==> config.mk <==
export PLATFORM = sky130hd
export DESIGN_NAME = instr_cycle_seq
export DESIGN_NICKNAME = d
export VERILOG_FILES = /design/src/rtl/seq_pkg.sv /design/src/rtl/seq_alu.sv /design/src/rtl/seq_ctrl.sv /design/src/rtl/instr_cycle_seq.sv
export SDC_FILE = /design/constraint.sdc
export NUM_CORES = 1
export LEC_CHECK = 0
export ABC_CLOCK_PERIOD_IN_PS = 2600
export BUFFER_PORTS_ARGS = -buffer_cell sky130_fd_sc_hd__buf_2
export CELL_PAD_IN_SITES_DETAIL_PLACEMENT = 0
export CELL_PAD_IN_SITES_GLOBAL_PLACEMENT = 2
export CORE_MARGIN = 2
export CORE_UTILIZATION = 30
export CTS_CLUSTER_DIAMETER = 60
export DETAILED_ROUTE_END_ITERATION = 6
export PLACE_DENSITY_LB_ADDON = 0.1
export SETUP_SLACK_MARGIN = 0.3
export SYNTH_ARGS = -nofsm -noshare
export SYNTH_HDL_FRONTEND = slang
export SYNTH_SLANG_ARGS = --single-unit
==> constraint.sdc <==
create_clock -name clk -period 2.6 [get_ports clk]
set_input_delay 0.65 -clock clk [delete_from_list [all_inputs] [get_ports clk]]
set_output_delay 0.65 -clock clk [all_outputs]
set_load 0.05 [all_outputs]
==> src/rtl/seq_pkg.sv <==
`timescale 1ns/1ps
package seq_pkg;
  localparam int OPW = 4;

  typedef enum logic [3:0] {
    ST_F0, ST_F1, ST_F2,   // fetch: address, read, decode
    ST_N0, ST_N1,          // indirect: read pointer, load address
    ST_E0, ST_E1,          // execute: first, second step
    ST_T0, ST_T1           // interrupt: prepare push, write
  } st_t;

  typedef enum logic [1:0] {
    PH_FETCH = 2'd0,
    PH_IND   = 2'd1,
    PH_EXEC  = 2'd2,
    PH_INT   = 2'd3
  } phase_t;

  localparam logic [OPW-1:0] OP_LOAD  = 4'd1;
  localparam logic [OPW-1:0] OP_ADD   = 4'd2;
  localparam logic [OPW-1:0] OP_AND   = 4'd3;
  localparam logic [OPW-1:0] OP_STORE = 4'd4;
  localparam logic [OPW-1:0] OP_JMP   = 4'd5;
  localparam logic [OPW-1:0] OP_EI    = 4'd6;
  localparam logic [OPW-1:0] OP_DI    = 4'd7;

  function automatic phase_t phase_of(st_t s);
    case (s)
      ST_F0, ST_F1, ST_F2: return PH_FETCH;
      ST_N0, ST_N1:        return PH_IND;
      ST_E0, ST_E1:        return PH_EXEC;
      default:             return PH_INT;
    endcase
  endfunction

  function automatic logic op_reads(logic [OPW-1:0] op);
    return (op == OP_LOAD) || (op == OP_ADD) || (op == OP_AND);
  endfunction
endpackage

==> src/rtl/seq_alu.sv <==
`timescale 1ns/1ps
module seq_alu
  import seq_pkg::*;
#(
  parameter int DW = 16
) (
  input  logic [OPW-1:0] op,
  input  logic [DW-1:0]  acc,
  input  logic [DW-1:0]  opnd,
  output logic [DW-1:0]  y
);
  function automatic logic [DW-1:0] alu_fn(logic [OPW-1:0] o, logic [DW-1:0] a, logic [DW-1:0] b);
    case (o)
      OP_ADD:  return a + b;
      OP_AND:  return a & b;
      default: return b;
    endcase
  endfunction

  assign y = alu_fn(op, acc, opnd);
endmodule

==> src/rtl/seq_ctrl.sv <==
`timescale 1ns/1ps
module seq_ctrl
  import seq_pkg::*;
(
  input  logic           clk,
  input  logic           rst_n,
  input  logic           mem_ready,
  input  logic           ind_bit,
  input  logic [OPW-1:0] op,
  input  logic           irq,
  input  logic           ien,
  output st_t            state,
  output logic           rd,
  output logic           wr,
  output logic           instr_done,
  output logic           irq_take
);
  st_t  st_q, st_d;
  logic rd_op, st_op;

  always_comb begin
    rd_op      = op_reads(op);
    st_op      = (op == OP_STORE);
    instr_done = ((st_q == ST_E0) && !rd_op && !st_op) ||
                 ((st_q == ST_E1) && (!st_op || mem_ready));
    irq_take   = instr_done && irq && ien;
    rd         = (st_q == ST_F1) || (st_q == ST_N0) || ((st_q == ST_E0) && rd_op);
    wr         = ((st_q == ST_E1) && st_op) || (st_q == ST_T1);

    st_d = st_q;
    case (st_q)
      ST_F0: st_d = ST_F1;
      ST_F1: if (mem_ready) st_d = ST_F2;
      ST_F2: st_d = ind_bit ? ST_N0 : ST_E0;
      ST_N0: if (mem_ready) st_d = ST_N1;
      ST_N1: st_d = ST_E0;
      ST_E0: if ((rd_op && mem_ready) || st_op) st_d = ST_E1;
      ST_T0: st_d = ST_T1;
      ST_T1: if (mem_ready) st_d = ST_F0;
      default: ;
    endcase
    if (instr_done) st_d = irq_take ? ST_T0 : ST_F0;
  end

  always_ff @(posedge clk or negedge rst_n) begin
    if (!rst_n) st_q <= ST_F0;
    else        st_q <= st_d;
  end

  assign state = st_q;
endmodule

==> src/rtl/instr_cycle_seq.sv <==
`timescale 1ns/1ps
module instr_cycle_seq
  import seq_pkg::*;
#(
  parameter int AW      = 11,
  parameter int DW      = 16,
  parameter int HANDLER = 256
) (
  input  logic          clk,
  input  logic          rst_n,
  output logic [AW-1:0] mem_addr,
  output logic [DW-1:0] mem_wdata,
  input  logic [DW-1:0] mem_rdata,
  output logic          mem_rd,
  output logic          mem_wr,
  input  logic          mem_ready,
  input  logic          irq,
  output logic [1:0]    phase_o,
  output logic [AW-1:0] pc_o,
  output logic [DW-1:0] acc_o,
  output logic          ien_o
);
  localparam int            IND_BIT   = AW;
  localparam logic [AW-1:0] SP_TOP    = '1;
  localparam logic [AW-1:0] HANDLER_A = AW'(HANDLER);

  logic [AW-1:0]  pc, mar, sp;
  logic [DW-1:0]  mbr, acc, alu_y;
  logic [OPW-1:0] ir_op;
  logic           ien;

  // control events, brought out by name for the checker
  st_t  state;
  logic instr_done, irq_take;

  seq_ctrl u_ctrl (
    .clk(clk), .rst_n(rst_n), .mem_ready(mem_ready), .ind_bit(mbr[IND_BIT]),
    .op(ir_op), .irq(irq), .ien(ien), .state(state), .rd(mem_rd), .wr(mem_wr),
    .instr_done(instr_done), .irq_take(irq_take)
  );

  seq_alu #(.DW(DW)) u_alu (.op(ir_op), .acc(acc), .opnd(mbr), .y(alu_y));

  always_ff @(posedge clk or negedge rst_n) begin
    if (!rst_n) begin
      pc    <= '0;
      mar   <= '0;
      mbr   <= '0;
      ir_op <= '0;
      acc   <= '0;
      sp    <= SP_TOP;
      ien   <= 1'b0;
    end else begin
      case (state)
        ST_F0: mar <= pc;
        ST_F1: if (mem_ready) begin
          mbr <= mem_rdata;
          pc  <= pc + 1'b1;
        end
        ST_F2: begin
          ir_op <= mbr[DW-1 -: OPW];
          mar   <= mbr[AW-1:0];
        end
        ST_N0: if (mem_ready) mbr <= mem_rdata;
        ST_N1: mar <= mbr[AW-1:0];
        ST_E0: case (ir_op)
          OP_LOAD, OP_ADD, OP_AND: if (mem_ready) mbr <= mem_rdata;
          OP_STORE: mbr <= acc;
          OP_JMP:   pc  <= mar;
          OP_EI:    ien <= 1'b1;
          OP_DI:    ien <= 1'b0;
          default: ;
        endcase
        ST_E1: if (op_reads(ir_op)) acc <= alu_y;
        ST_T0: begin
          sp  <= sp - 1'b1;
          mar <= sp - 1'b1;
          mbr <= {{(DW-AW){1'b0}}, pc};
          ien <= 1'b0;
        end
        ST_T1: if (mem_ready) pc <= HANDLER_A;
        default: ;
      endcase
    end
  end

  assign mem_addr  = mar;
  assign mem_wdata = mbr;
  assign phase_o   = phase_of(state);
  assign pc_o      = pc;
  assign acc_o     = acc;
  assign ien_o     = ien;
endmodule

==> results.md <==
* Syn-to-layout area delta at 25.57%
* Initial antenna violation count at 0
* Post-synth net total at 616
* R2R cell count at 8
* Number of fillers in the final layout at 1756
* Largest net degree at the start of global routing at 41
* Die Span X at 133.4 um
* Layout cell share with drive strength beyond 1 at 28.61%
* Via density at 5.609
* Nets at 713
* Reg2reg setup slack at 420 ps
* Peak supply drop at 0.6156 mV
* Vias at 5037
* Endpoints failing setup at 0
* CTS buffer count at 9
* Total power at 10.01 mW
* Synth Cell Area at 5021 um2
* Cell row count at 47
* Multi-input gate area in the final layout at 3072 um2
* Clk sinks at 74
* Total congestion overflow at 0
* Pwr Density at 1587 nW/um2
* Die area at 17790 um2
* 1st-iter DRT viols at 387
* Hold Crit Class: input pin to async pin
* First-pass GRT wire length at 28410 um
* WP data arrival at 1650 ps
* Final WL at 17800 um
* Ports at 79
* H-tree depth at 3
* Synth cell types at 74
* Met3 Use GR at 3.120%
* Starting Density at 30.49%
* Inserted Diodes at 0
* Least-Margin Pin Slew at 632.5 ps
* Sequential area share after synthesis at 37.15%
* Residual DRC count at 0
* GR peak layer: met2
* GRT Util Overall at 20.45%
* DP HPWL at 13410 um
* Fin worst setup slack at 297.4 ps
* Fin Setup TNS at 0 ps
* Tmin final at 2303 ps
* Cell area after layout at 6305 um2
* R2r endpoint: acc_o[14]$_DFFE_PN0P_
* Leak at 2.706 nW
* Maximum root-to-sink buffer count at 2
* Die Span Y at 133.4 um
* DP Area at 5846 um2
* Crit Path Class: flop to output port
* CTS tree: done
* Drt first pass iters at 5
* Hold Buf Count CTS at 0
* IO buf count at 78
* Relative slew margins at 57.59%
* RR Startpoint: mem_wdata[0]$_DFFE_PN0P_
* Max-cap viol count at 0
* Clk Latency, worst-skew pair at 340 ps
* Met2 Use GR at 30.96%
* GRT met1 Usage at 29.77%
* Synthesized instance count at 577
* Core area at 16470 um2
* Register Area at 1879 um2
* Post-synth EDFFs at 0
* Pins Over Slew Limit at 0
* Status: complete, no violations
* Final hold violation count at 0
* Startpoint types: flop
* Clk root buf: clkbuf_16
* Number of global-route vias before repair at 4844
* Mean post-synth cell area at 8.702 um2
* Worst-path clk slew at 60 ps
* Final worst-path cycle share at 88.56%
* Routed Antenna Nets at 0
* Unrepaired setup endpoints after global routing: true
* Setup Skew at 11.15 ps
* Top_reg_cell synth: dfrtp_1
* CP max FO at 15
* Peak Freq at 0.4343 GHz
* Wire per inst at 19.82 um
* Crit path capture type: output port
* Asr flop ratio synth at 100.0%
* CP required at 1950 ps
* Syn. warnings at 0
* Post-synthesis register bit count at 74
* GP Congestion at 0.8356
* Pre-CTS setup slack at 279.7 ps
==> cell usage after synthesis, types with 12 or more instances <==
library cell / count / area share (%)
a21oi_1: 43 / 4.3
a22oi_1: 13 / 1.9
clkbuf_1: 23 / 1.7
dfrtp_1: 63 / 31
ha_1: 18 / 4.5
inv_1: 12 / 0.90
nand2_1: 61 / 4.6
nand3_1: 21 / 2.1
nor2_1: 50 / 3.7
o21ai_0: 39 / 3.9
o2bb2ai_1: 16 / 2.8
xor2_1: 13 / 2.3
==> critical path, stage by stage, from the launching register on <==
cell      delay, ps
dfrtp_1         420
buf_6           200
nand3b_1        160
nand2b_4        190
o21ai_2         170
buf_6           180
==> final cells by class <==
class | count | share of cell area [%]
Multi-Input combinational cell | 454 | 48.72
Sequential cell | 74 | 29.81
Timing Repair Buffer | 122 | 12.26
Tap cell | 220 | 4.366
Clock buffer | 12 | 3.751
Inverter | 13 | 0.7740
Clock inverter | 3 | 0.3175
==> cell families (layout without fill, tap and decap cells) <==
family	Yosys count	after routing	synth area share (%)
AOI/OAI and AO/OA	201	201	27.61
and+or+nand+nor	200	200	19.99
DFF	74	74	37.15
buffers and inverters	49	150	4.111
xor gates and xnor gates	23	23	4.012
adders and majority gates	19	19	4.884
muxes	11	11	2.243
==> stage by stage <==
step                instances  utilization [%]  hold WS [ps]
global placement          872            35.50         501.5
detailed placement        872            35.50         505.4
floorplan                 577                -         354.4
CTS                       893            37.71         298.0
global route              898            38.29         313.6
finish                    898            38.29         288.6
==> where the power goes <==
part / total [mW] / internal [mW] / switching [mW]
combinational: 6.32 / 2.18 / 4.14
sequential: 2.55 / 1.76 / 0.792
clock: 1.14 / 0.640 / 0.495
total: 10.0 / 4.58 / 5.42
==> cell usage in the layout, fill, tap and decap left out, types with 7 or more instances in the layout <==
cell / synthesis / layout
a21oi_1: 43 / 41
a222oi_1: 11 / 11
a22oi_1: 13 / 13
a31oi_1: 10 / 10
and3_1: 11 / 11
buf_2: 9 / 74
buf_4: 1 / 39
buf_6: 1 / 8
clkbuf_16: 0 / 9
dfrtp_1: 63 / 52
dfrtp_2: 0 / 11
dfstp_2: 11 / 11
ha_1: 18 / 16
inv_1: 12 / 12
mux2i_1: 9 / 9
nand2_1: 61 / 60
nand3_1: 21 / 21
nor2_1: 50 / 48
o21ai_0: 39 / 38
o2bb2ai_1: 16 / 16
o31ai_1: 7 / 7
xnor2_1: 10 / 10
xor2_1: 13 / 13
==> worst max-delay path by stage <==
stage          cells after the start                         from  slack [ps]                   end
3_3_place_gp                       6     mem_wdata[4]$_DFFE_PN0P_         310  acc_o[6]$_DFFE_PN0P_
3_5_place_dp                       6     mem_wdata[4]$_DFFE_PN0P_         280  acc_o[6]$_DFFE_PN0P_
4_1_cts                            5  u_ctrl.state[2]$_DFFE_PN0P_         220                mem_wr
5_1_grt                            5  u_ctrl.state[1]$_DFFE_PN0P_         200                mem_wr
6_report                           5  u_ctrl.state[1]$_DFFE_PN0P_         300                mem_wr
2_1_floorplan                      8     mem_wdata[0]$_DFFE_PN0P_         330  acc_o[6]$_DFFE_PN0P_
==> sequential cells by signal (all words and copies together) (netlist names) <==
signal	count
acc_o	16
mem_wdata	16
mem_addr	11
pc_o	11
sp	11
ir_op	4
u_ctrl.state	4
ien_o	1
==> per-layer routing <==
metal | vias to the layer above | part of all wire (%)
met5 | - | 0
met2 | 152 | 45
met1 | 2484 | 49
met4 | 0 | 1.6
li1 | 2383 | -
met3 | 18 | 4.9
==> timing repair <==
action | 4_1_cts | 5_1_grt
resized for setup | 18 | 15
setup buffers | 6 | 5
pin swaps | 1 | 4
setup endpoints to repair | 6 | 24
Power figures use the tool's default switching activity.
